<file path="src/rtl/dbf_pkg.sv">
package dbf_pkg;

  typedef enum logic [1:0] {
    DBF_BYPASS      = 2'd0,
    DBF_KEEP_LOW    = 2'd1,
    DBF_KEEP_HIGH   = 2'd2,
    DBF_REJECT_BOTH = 2'd3
  } dbf_mode_e;

  // log2 of the largest unit, used to size the window counter
  localparam int UNIT_LOG_MAX = 11;

  // real-time ticks per unit for a select pair
  function automatic int unit_ticks(input logic large_bit, input logic unit_bit);
    case ({large_bit, unit_bit})
      2'b00:   return 2;
      2'b01:   return 8;
      2'b10:   return 512;
      default: return 2048;
    endcase
  endfunction

  // total ticks in the stable window; a zero count acts as one unit
  function automatic int window_ticks(input int count, input logic large_bit,
                                      input logic unit_bit);
    int n;
    n = (count == 0) ? 1 : count;
    return n * unit_ticks(large_bit, unit_bit);
  endfunction

endpackage

</file>
<file path="src/rtl/dbf_sync.sv">
module dbf_sync #(
  parameter int STAGES = 2
) (
  input  logic clk,
  input  logic rst_n,
  input  logic d,
  output logic q
);
  logic [STAGES-1:0] stage_q;

  for (genvar i = 0; i < STAGES; i++) begin : g_stage
    logic din;
    if (i == 0) begin : g_first
      assign din = d;
    end else begin : g_next
      assign din = stage_q[i-1];
    end
    always_ff @(posedge clk or negedge rst_n) begin
      if (!rst_n) stage_q[i] <= 1'b0;
      else        stage_q[i] <= din;
    end
  end

  assign q = stage_q[STAGES-1];
endmodule

</file>
<file path="src/rtl/dbf_window_timer.sv">
module dbf_window_timer #(
  parameter int TMR_W = 15
) (
  input  logic             clk,
  input  logic             rst_n,
  input  logic             clear,
  input  logic             advance,
  input  logic [TMR_W-1:0] target,
  output logic             expire,
  output logic [TMR_W-1:0] cnt
);
  localparam logic [TMR_W-1:0] ONE = TMR_W'(1);

  assign expire = advance && !clear && (cnt == target - ONE);

  always_ff @(posedge clk or negedge rst_n) begin
    if (!rst_n)                cnt <= '0;
    else if (clear || expire)  cnt <= '0;
    else if (advance)          cnt <= cnt + ONE;
  end
endmodule

</file>
<file path="src/rtl/pin_debounce_filter.sv">
module pin_debounce_filter #(
  parameter int CNT_W       = 4,
  parameter int SYNC_STAGES = 2
) (
  input  logic             clk,
  input  logic             rst_n,
  input  logic             pin_raw,
  input  logic             tick,
  input  logic             cfg_wr,
  input  logic [1:0]       cfg_mode,
  input  logic             cfg_unit,
  input  logic             cfg_large,
  input  logic [CNT_W-1:0] cfg_count,
  output logic             pin_filt,
  output logic             pin_sync
);
  import dbf_pkg::*;

  localparam int TMR_W = CNT_W + UNIT_LOG_MAX;

  dbf_mode_e        mode;
  logic             out_q;
  logic             mismatch;
  logic             pass_now;
  logic             tmr_clear;
  logic             tmr_adv;
  logic             expire;
  logic [TMR_W-1:0] target;
  logic [TMR_W-1:0] tmr_cnt;

  assign mode = dbf_mode_e'(cfg_mode);

  dbf_sync #(.STAGES(SYNC_STAGES)) u_sync (
    .clk   (clk),
    .rst_n (rst_n),
    .d     (pin_raw),
    .q     (pin_sync)
  );

  assign target = TMR_W'(window_ticks(int'(cfg_count), cfg_large, cfg_unit));

  // events named for the checker
  assign mismatch = (pin_sync != out_q);
  assign pass_now = mismatch &&
                    (((mode == DBF_KEEP_LOW)  && !pin_sync) ||
                     ((mode == DBF_KEEP_HIGH) &&  pin_sync));
  assign tmr_clear = cfg_wr || !mismatch || (mode == DBF_BYPASS) || pass_now;
  assign tmr_adv   = tick && !tmr_clear;

  dbf_window_timer #(.TMR_W(TMR_W)) u_timer (
    .clk     (clk),
    .rst_n   (rst_n),
    .clear   (tmr_clear),
    .advance (tmr_adv),
    .target  (target),
    .expire  (expire),
    .cnt     (tmr_cnt)
  );

  always_ff @(posedge clk or negedge rst_n) begin
    if (!rst_n)
      out_q <= 1'b0;
    else if (cfg_wr || (mode == DBF_BYPASS) || pass_now || expire)
      out_q <= pin_sync;
  end

  assign pin_filt = (mode == DBF_BYPASS) ? pin_sync : out_q;

endmodule

</file>
<file path="config.mk">
export PLATFORM = sky130hd
export DESIGN_NAME = pin_debounce_filter
export DESIGN_NICKNAME = d
export VERILOG_FILES = /design/src/rtl/dbf_pkg.sv /design/src/rtl/dbf_sync.sv /design/src/rtl/dbf_window_timer.sv /design/src/rtl/pin_debounce_filter.sv
export SDC_FILE = /design/constraint.sdc
export NUM_CORES = 1
export LEC_CHECK = 0
export ABC_AREA = 1
export ABC_CLOCK_PERIOD_IN_PS = 5190
export BUFFER_PORTS_ARGS = -buffer_cell sky130_fd_sc_hd__buf_4
export CORE_AREA = 2 2 62 64
export CTS_BUF_LIST = sky130_fd_sc_hd__clkbuf_16
export DETAILED_ROUTE_END_ITERATION = 8
export DIE_AREA = 0 0 64 66
export GPL_TIMING_DRIVEN = 1
export PLACE_DENSITY = 0.78
export SYNTH_ARGS = -nofsm -noshare
export SYNTH_HDL_FRONTEND = slang
export SYNTH_HIERARCHICAL = 1
export SYNTH_SLANG_ARGS = --single-unit
</file>
<file path="constraint.sdc">
create_clock -name clk -period 5.19 [get_ports clk]
set_input_delay 1.038 -clock clk [delete_from_list [all_inputs] [get_ports clk]]
set_output_delay 1.038 -clock clk [all_outputs]
set_load 0.02 [all_outputs]
</file>
==> results.toml <==
[run_status]
status = "completed"

[floorplan]
initial_utilization = 0.5391
die_area_sq_um = 4224
core_sq_um = 3551
die_y_um = 66
ios = 15
rows = 22
die-width_um = 64

[worst_setup_path]
crit_fanout = 15
cp.required_ns = 5.32
worst_setup_path_end_kind = "flop"
crit_chain = "buf_4 > inv_1 > a31oi_1 > nor2_1 > ha_1 > ha_1 > ha_1 > xor2_1 > nor2_2 > nand2_1 > nor2_4 > nand2_1 > nand2_1 > nand2_1 > nand2_1 > nand2_1 > nor2_2 > nand4_2 > nand2_4 > nor2_1"
cp.arrival_ns = 3.68
crit_path_max_incr_delay_ns = 0.33
cp_slowest_cell = "a31oi_1"
crit_path_frequent_cell = "nand2_1"
critical_path_class = "input pin to flop"
cp-start-kind = "input pin"

[clocking]
clk_latency_ns = 0.25
cts_max_path_buffers = 2
cts.sinks = 18
hold_buffers = 0
clkTransAtPathRegs_ns = 0.05
root_buffer = "clkbuf_16"
h-tree-depth = 1
postCtsSetupRepairBufs = 0
cts_made_buffers = 3
postCtsResizedCells = 0
cts_tree = "built"

[global_routing]
antenna_found_initial = 0
grt_pass1_vias = 1629
grt_start_max_net_pins = 19
grt_first_pass_wirelength_um = 6851
overflow = 0
grtUsageTotal = 0.2070

[worst_hold_path]
hold_path_class = "flop to flop"

[synth]
syn_area_per_cell_sq_um = 6.381
yosys-top-cells-area = "dfrtp_1 24%, nand2_1 16%, nor2_1 11%, ha_1 8.5%, inv_1 8.0%"
synth_seq_cells = 18
synth-seq-area-share = 0.2353
synth_flop_cell = "dfrtp_1"
netlist_instances = 300
synth.top_cells.by_count = "82 x nand2_1, 58 x nor2_1, 41 x inv_1"
yosysMostFrequentCell = "nand2_1"
synth_area_leader_cell = "dfrtp_1"
async_flop_share = 1.000
synth_edf_count = 0
yosysTopAreaCellShare = 0.2353
ys.warnings.count = 6
yosysUniqueCellTypes = 31
syn-cell-area_sq_um = 1914

[sta]
drv_slew = 0
layout_setup_ws_ns = 1.639
max_freq_mhz = 281.6
finalSetupTns_ns = 0
period_minus_slack_ns = 3.551
rsz0062_at_grt = "false"
setup_viol = 0
finalCritPeriodShare = 0.6842
finalHoldViolCount = 0
timing.hold.ws_ns = 0.3452
fin_skew_ns = 0.001222

[layout]
nFillCells = 343
multi_input_area_sq_um = 1292
nets = 348
synthToLayoutAreaGrowth_pct = 12.22
diodes = 0
seq_area_sq_um = 450.4
layout-drive-gt1-share = 0.1402
stdcell_count = 369

[power]
comb_power_share = 0.249
sw_frac_of_total = 0.2887
p_seq_frac = 0.365
internal_power_uw = 280.5
clkPwrFrac = 0.386
power.leakage_uw = 0.001149
p_switching_uw = 113.9
powerDensity_nw_per_um2 = 183.6
ir_drop_mv = 0.1814

[detailed_routing]
first_pass_iters = 4
drcViolationCount = 0
route.vias.total = 1798
vias_per_cell = 4.873
antenna_left = 0
wl_per_cell_um = 10.82
routed_wl_um = 3991
drtIter0Drc = 110

[place]
numPortBuffers = 14
pre_cts_slack_ns = 1.427
detailed_place_hpwl_um = 3170
gp_congestion = 0.8791
dpl.cell_count = 365

[job]
cap_violations = 0
## flip-flops by register name (all words and copies together) (netlist names)
signal and flops:
out_q 1, u_sync/g_stage.din 1, u_sync/q 1, u_timer/cnt 15
## final cells by class
| class | instances | area share |
|---|---|---|
| Multi-Input combinational cell | 242 | 0.6016 |
| Sequential cell | 18 | 0.2097 |
| Inverter | 43 | 0.07513 |
| Clock buffer | 3 | 0.03494 |
| Tap cell | 48 | 0.02796 |
| Timing Repair Buffer | 14 | 0.04892 |
| Clock inverter | 1 | 0.001747 |
## cell families (layout without fill, tap and decap cells)
family                   count (synthesis)  after routing  share of synthesized area
AND/OR/NAND/NOR                        190            190                     0.4445
buffers and inverters                   46             61                     0.1013
XOR/XNOR                                22             22                     0.1007
flip-flops                              18             18                     0.2353
adder cells (fa/ha/maj)                 13             13                    0.08497
AO/OA/AOI/OAI                            9              9                    0.02614
other                                    1              7                   0.001959
multiplexers                             1              1                   0.005229
## cells in the final DEF (no fill, tap or decap), drive strengths merged
master	netlist	layout
nor2	76	76
nand2	86	86
nor4	1	1
a31oi	1	1
buf	2	14
xnor2	10	10
clkinv	0	1
conb	1	7
and2	1	1
inv	43	43
ha	13	13
clkbuf	1	3
nand4	5	5
a21oi	1	1
xor2	12	12
mux2i	1	1
nand2b	1	1
o21ai	6	6
nor3	1	1
or2	1	1
dfrtp	18	18
nand3b	2	2
nand3	16	16
a31o	1	1
## power by group through the flow
| stage | sequential (uW) | combinational [uW] | clock [uW] |
|---|---|---|---|
| floorplan | 146 | 74.6 | 0 |
| global placement | 146 | 96.0 | 0 |
| detailed placement | 146 | 97.6 | 0 |
| CTS | 144 | 97.9 | 156 |
| global route | 144 | 112 | 162 |
| finish | 144 | 98.2 | 152 |
## critical path, delay by kind of cell
family | cells | cell delay (ns)
adder cells (fa/ha/maj) | 3 | 0.61
XOR/XNOR | 1 | 0.19
AO/OA/AOI/OAI | 1 | 0.33
buffers and inverters | 2 | 0.14
AND/OR/NAND/NOR | 13 | 1.35
## stage by stage
stage / instance area, sq um / utilization / total power, uW
floorplan: 1937 / - / 221.1
global placement: 2069 / 0.5828 / 242.2
detailed placement: 2069 / 0.5828 / 243.9
CTS: 2148 / 0.6050 / 398.1
global route: 2148 / 0.6050 / 418.4
finish: 2148 / 0.6050 / 394.4
## layer usage
layer | part of all wire | track usage
met3 | 0.048 | 0.01193
met2 | 0.48 | 0.3776
met5 | 0 | 0
met1 | 0.46 | 0.2567
met4 | 0.0060 | 0.07609
## path summary, 6_finish.rpt
path | from | endpoint | slack [ns] | cells past startpoint
max in group asynchronous | rst_n | u_timer/cnt[9] | 4.35 | 1
min in group asynchronous | rst_n | u_timer/cnt[10] | 0.65 | 1
hold reg to reg | u_sync/g_stage[1].din | u_sync/q | 0.35 | 0
setup reg to reg | u_sync/q | u_timer/cnt[10] | 2.76 | 15
hold / removal | u_sync/g_stage[1].din | u_sync/q | 0.35 | 0
setup / recovery | cfg_count[3] | u_timer/cnt[10] | 1.64 | 20
Note: power is estimated with default switching activity, not from simulation.
